$ cat config.mk
export PLATFORM = sky130hd
export DESIGN_NAME = dfetch_top
export DESIGN_NICKNAME = d
export VERILOG_FILES = /design/src/rtl/dfetch_pkg.sv /design/src/rtl/dfetch_addr.sv /design/src/rtl/dfetch_unpack.sv /design/src/rtl/dfetch_top.sv
export SDC_FILE = /design/constraint.sdc
export NUM_CORES = 1
export LEC_CHECK = 0
export BUFFER_PORTS_ARGS = -buffer_cell sky130_fd_sc_hd__buf_2
export CORE_UTILIZATION = 40
export CTS_CLUSTER_DIAMETER = 50
export DETAILED_ROUTE_END_ITERATION = 6
export RECOVER_POWER = 50
export REMOVE_ABC_BUFFERS = 1
export SLEW_MARGIN = 20
export SYNTH_ARGS = -nofsm -noshare
export SYNTH_HDL_FRONTEND = slang
export SYNTH_SLANG_ARGS = --single-unit
$ cat constraint.sdc
create_clock -name clk -period 2.9 [get_ports clk]
set_input_delay 0.145 -clock clk [delete_from_list [all_inputs] [get_ports clk]]
set_output_delay 0.145 -clock clk [all_outputs]
set_load 0.02 [all_outputs]
$ cat src/rtl/dfetch_pkg.sv
package dfetch_pkg;
  localparam int AW = 32;
  localparam int NW_FULL = 4;
  localparam int NW_SHORT = 3;
  localparam int IDX_W = $clog2(NW_FULL);

  typedef struct packed {
    logic [7:0]    mode_a;
    logic [7:0]    mode_b;
    logic [AW-1:0] src;
    logic [AW-1:0] dst;
    logic [15:0]   cnt_a;
    logic [15:0]   cnt_b;
  } desc_t;

  typedef enum logic [2:0] {
    S_IDLE, S_VWAIT, S_DWAIT, S_EMIT, S_HOLD
  } st_t;
endpackage

$ cat src/rtl/dfetch_addr.sv
module dfetch_addr
  import dfetch_pkg::*;
#(
  parameter int SRC_W = 4
) (
  input  logic [AW-1:0]    vec_base,
  input  logic [SRC_W-1:0] src_idx,
  input  logic [AW-1:0]    rdata,
  input  logic [AW-1:0]    cur_ptr,
  input  logic             short_q,
  output logic [AW-1:0]    vec_addr,
  output logic [AW-1:0]    ptr_aligned,
  output logic [AW-1:0]    next_ptr
);
  localparam logic [AW-1:0] STRIDE_FULL  = AW'(NW_FULL * 4);
  localparam logic [AW-1:0] STRIDE_SHORT = AW'(NW_SHORT * 4);
  localparam logic [AW-1:0] ALIGN_MASK   = ~AW'(3);

  always_comb begin
    vec_addr    = (vec_base + AW'({src_idx, 2'b00})) & ALIGN_MASK;
    ptr_aligned = rdata & ALIGN_MASK;
    next_ptr    = cur_ptr + (short_q ? STRIDE_SHORT : STRIDE_FULL);
  end
endmodule

$ cat src/rtl/dfetch_unpack.sv
module dfetch_unpack
  import dfetch_pkg::*;
#(
  parameter logic [7:0] HI_FILL = 8'hFF
) (
  input  logic [AW-1:0] w0,
  input  logic [AW-1:0] w1,
  input  logic [AW-1:0] w2,
  input  logic [AW-1:0] w3,
  input  logic          short_q,
  output desc_t         d
);
  always_comb begin
    d.mode_a = w0[31:24];
    if (short_q) begin
      d.mode_b = w1[31:24];
      d.src    = {HI_FILL, w0[23:0]};
      d.dst    = {HI_FILL, w1[23:0]};
      d.cnt_a  = w2[31:16];
      d.cnt_b  = w2[15:0];
    end else begin
      d.mode_b = w0[23:16];
      d.src    = w1;
      d.dst    = w2;
      d.cnt_a  = w3[31:16];
      d.cnt_b  = w3[15:0];
    end
  end
endmodule

$ cat src/rtl/dfetch_top.sv
module dfetch_top
  import dfetch_pkg::*;
#(
  parameter int SRC_W = 4
) (
  input  logic             clk,
  input  logic             rst,
  input  logic             act_req,
  input  logic [SRC_W-1:0] act_src,
  input  logic             short_mode,
  input  logic [31:0]      vec_base,
  input  logic             chain_go,
  input  logic             chain_end,
  output logic             mem_req,
  output logic [31:0]      mem_addr,
  input  logic             mem_rvalid,
  input  logic [31:0]      mem_rdata,
  output logic             busy,
  output logic             desc_valid,
  output logic [7:0]       mode_a,
  output logic [7:0]       mode_b,
  output logic [31:0]      src_addr,
  output logic [31:0]      dst_addr,
  output logic [15:0]      cnt_a,
  output logic [15:0]      cnt_b
);
  st_t              st;
  logic             short_q;
  logic [AW-1:0]    ptr;
  logic [IDX_W-1:0] idx;
  logic [IDX_W-1:0] last_idx;
  logic [AW-1:0]    wbuf [NW_FULL];
  logic [AW-1:0]    vec_addr, ptr_aligned, next_ptr;
  desc_t            unpacked, d_q;

  assign last_idx = short_q ? IDX_W'(NW_SHORT - 1) : IDX_W'(NW_FULL - 1);

  dfetch_addr #(.SRC_W(SRC_W)) u_addr (
    .vec_base(vec_base), .src_idx(act_src), .rdata(mem_rdata),
    .cur_ptr(ptr), .short_q(short_q),
    .vec_addr(vec_addr), .ptr_aligned(ptr_aligned), .next_ptr(next_ptr)
  );

  dfetch_unpack u_unpack (
    .w0(wbuf[0]), .w1(wbuf[1]), .w2(wbuf[2]), .w3(wbuf[3]),
    .short_q(short_q), .d(unpacked)
  );

  // Word buffer: no reset, single write port
  always_ff @(posedge clk) begin
    if (st == S_DWAIT && mem_rvalid) wbuf[idx] <= mem_rdata;
  end

  always_ff @(posedge clk) begin
    if (rst) begin
      st         <= S_IDLE;
      short_q    <= 1'b0;
      ptr        <= '0;
      idx        <= '0;
      mem_req    <= 1'b0;
      mem_addr   <= '0;
      busy       <= 1'b0;
      desc_valid <= 1'b0;
      d_q        <= '0;
    end else begin
      mem_req    <= 1'b0;
      desc_valid <= 1'b0;
      case (st)
        S_IDLE: if (act_req) begin
          short_q  <= short_mode;
          busy     <= 1'b1;
          mem_req  <= 1'b1;
          mem_addr <= vec_addr;
          st       <= S_VWAIT;
        end
        S_VWAIT: if (mem_rvalid) begin
          ptr      <= ptr_aligned;
          mem_addr <= ptr_aligned;
          mem_req  <= 1'b1;
          idx      <= '0;
          st       <= S_DWAIT;
        end
        S_DWAIT: if (mem_rvalid) begin
          if (idx == last_idx) begin
            st <= S_EMIT;
          end else begin
            idx      <= idx + 1'b1;
            mem_addr <= mem_addr + 32'd4;
            mem_req  <= 1'b1;
          end
        end
        S_EMIT: begin
          d_q        <= unpacked;
          desc_valid <= 1'b1;
          st         <= S_HOLD;
        end
        S_HOLD: if (chain_go) begin
          ptr      <= next_ptr;
          mem_addr <= next_ptr;
          mem_req  <= 1'b1;
          idx      <= '0;
          st       <= S_DWAIT;
        end else if (chain_end) begin
          busy <= 1'b0;
          st   <= S_IDLE;
        end
        default: st <= S_IDLE;
      endcase
    end
  end

  assign mode_a   = d_q.mode_a;
  assign mode_b   = d_q.mode_b;
  assign src_addr = d_q.src;
  assign dst_addr = d_q.dst;
  assign cnt_a    = d_q.cnt_a;
  assign cnt_b    = d_q.cnt_b;
endmodule

==> flow_summary.yaml <==
logic_synthesis:
  ys_types: 83
  synth-xor-area-share: 0.0379
  synth_top_area_cell: "edfxtp_1"
  synthMuxAreaShare: 0.0634
  async_flop_share: 0
  synth_top_cell_area_share: 0.264
  ys_warn_count: 0
  synth_top_family_by_area: "simple AND/OR/NAND/NOR gates"
  syn-mean-instance-area_um2: 10.1
  synth_enable_flop_cells: 128
  syn_area_um2: 14600
  synth-simple-area-share: 0.166
  syn_inst: 1440
  synth_compound_area_frac: 0.165
  synthFlopType: "dfxtp_1"
  synth_seq_area_share: 0.515
  ys_ff_latch: 310
  synth_area_leaders: "edfxtp_1 (26%), dfxtp_1 (25%), mux2i_1 (6.3%)"
  synth-adder-area-share: 0.0131
layout:
  syn2layout_area_growth_pct: 20.7
  layout.nets: 1770
  final_layout_size_suffix_gt1_frac: 0.109
  mostFrequentLayoutCell: "clkbuf_1"
  n_antenna_cell: 0
  mostFrequentLayoutCells: "clkbuf_1 (187), dfxtp_1 (181), nor2_1 (176)"
power:
  swShare: 0.361
  seqPwrFrac: 0.372
  finalPower_uw: 15300
  pwr-share-comb: 0.314
  leakage_uw: 0.00579
  peakVddDrop_uv: 449
  p_int_uw: 9760
  clockPowerShare: 0.314
  p_per_area_nw_per_um2: 869
  p_sw_uw: 5500
floorplan:
  initial_core_util: 0.408
  die_x_um: 193
  num_rows: 69
  die_area_um2: 37100
  die_h_um: 193
  ios: 222
  core_um2: 35700
outcome:
  violations: "DRC, capacitance limit, slew limit"
  status: "finished, violations left"
global_routing:
  grt_pass1_vias: 10900
  grt_use_met2: 0.339
  grt_start_max_net_pins: 95
  grt-ovfl-total: 0
  busiest_layer: "met2"
  use_met3: 0.0340
  antenna_found_initial: 1
  grt_usage: 0.214
  grt_pass1_wl_um: 61700
  met1_usage: 0.299
flow_run:
  maxCapViolations: 1
sta:
  finalCriticalPeriod_ns: 2.67
  hold_ws_ns: 0.0554
  drv_slew: 64
  rsz0062_at_grt: "no"
  report.final.hold_viol_count: 0
  fmax_mhz: 374
  tightestPinTransition_ns: 1.77
  tns_ns: 0
  post-route-period-util: 0.921
  finalSetupViolCount: 0
  fin_skew_ns: 0.0225
  relSlewSlack: -0.178
worst_setup_path:
  end_kind: "register"
  cp.required_ns: 3.28
  cp_max_fo: 4
  r2r-start: "short_q$_SDFFE_PP0P_"
  rr_worst_depth: 9
  cp.arrival_ns: 3.05
  critPathKind: "reg -> reg"
  reg2reg_slack_ns: 0.23
  start_kind: "register"
  timing.rr.end: "mem_addr[24]$_SDFFE_PP0P_"
detailed_routing:
  dr.pass1.iters: 7
  wire_per_inst_um: 18.5
  vias: 11900
  drt_iter0_drc: 816
  antenna_left: 0
  viasPerCell: 5.47
  finalWirelength_um: 40200
  drc: 28
placement:
  gp_congestion: 0.897
  dp_hpwl_um: 27500
  port-buffer-count: 219
clock_tree:
  cts_tree: "built"
  cts.clk_slew.worst_paths_ns: 0.06
  clock_path_buffers: 3
  clk_latency_ns: 0.54
  cts_buffers: 39
  clock-root-buffer: "clkbuf_16"
  clock-sinks: 310
  h-tree-depth: 2
min_path:
  holdPathEnd: "mem_addr[2]$_SDFFE_PP0P_"
  hold_path.class: "in -> reg"
  hold_depth: 4
  hp-start: "vec_base[2]"
worst max path at each step:
stage	from	end	slack [ns]
floorplan	short_q$_SDFFE_PP0P_	mem_addr[25]$_SDFFE_PP0P_	-2.88
global placement	short_q$_SDFFE_PP0P_	mem_addr[27]$_SDFFE_PP0P_	0.30
detailed placement	short_q$_SDFFE_PP0P_	mem_addr[27]$_SDFFE_PP0P_	0.27
CTS	short_q$_SDFFE_PP0P_	mem_addr[27]$_SDFFE_PP0P_	0.26
global route	short_q$_SDFFE_PP0P_	dst_addr[17]$_SDFFE_PP0P_	0.09
finish	short_q$_SDFFE_PP0P_	mem_addr[24]$_SDFFE_PP0P_	0.23
cells by family (layout without fill, tap and decap cells):
group	after synthesis	after routing
simple gates	496	496
fa+ha+maj	14	14
mux	92	92
compound gates	345	345
flops	310	310
buf+inv	120	392
xor+xnor	63	63
what timing repair did:
item / 4_1_cts / 5_1_grt
hold buffers: 37 / 0
setup buffers: 0 / 0
gates resized for setup: 0 / 0
hold endpoints to repair: 135 / 0
metrics by stage:
stage	utilization	worst slack [ns]	instances	area [µm²]
5_1_grt	0.493	0.0909	2173	17600
2_1_floorplan	-	-2.88	1335	14000
3_5_place_dp	0.453	0.274	2064	16100
3_3_place_gp	0.453	0.301	2064	16100
6_report	0.493	0.228	2173	17600
4_1_cts	0.499	0.262	2173	17800
per-layer routing:
layer  wire length [µm]  up-vias  share of wire
met2              18200      383           0.45
met3               2510       59          0.063
li1                   -     5854              -
met5                  0        -              0
met1              18600     5585           0.46
met4                905        0          0.023
synth_stat cells (15+ instances only):
cell type	number
a211oi_1	99
a21oi_1	58
a22oi_1	18
and3_1	16
clkbuf_1	77
dfxtp_1	182
edfxtp_1	128
inv_1	15
mux2i_1	91
nand2_1	98
nand3_1	38
nand4_1	22
nor2_1	177
nor3_1	55
nor4_1	21
o21ai_0	53
xnor2_1	36
xor2_1	27
power groups by stage:
stage                     Sequential [µW]  Combinational (µW)  Clock, µW
after global routing                 5750                5240       5090
after global placement               5720                4790          0
after CTS                            5650                4880       4900
final                                5670                4800       4790
after floorplan                      6270                2660          0
after detailed placement             5730                4820          0
sequential cells by signal, summed over array words and instances, names as in the netlist, 3 cells and up:
| name | cells |
|---|---|
| cnt_a | 16 |
| cnt_b | 16 |
| dst_addr | 32 |
| mem_addr | 31 |
| mode_a | 8 |
| mode_b | 8 |
| ptr | 30 |
| src_addr | 32 |
| st | 3 |
| wbuf | 128 |
final cells by class:
cell class / count / area, µm²
sequential: 310 / 7490
timing repair buffer: 305 / 1660
clock inverter: 25 / 263
inverter: 15 / 56.3
clock buffer: 47 / 1030
multi-input combinational: 1010 / 6490
tap: 461 / 577
fill: 3404 / 18100
worst max-delay path, stage by stage, from the launching register on:
cell and delay [ns]:
dfxtp_4 0.36, ha_1 0.25, fa_1 0.28, a21oi_1 0.12
nor3_1 0.54, nand3_1 0.26, xnor2_1 0.20, a221oi_1 0.26
buf_4 0.17, a211oi_1 0.06
(Power assumes the default switching activity.)
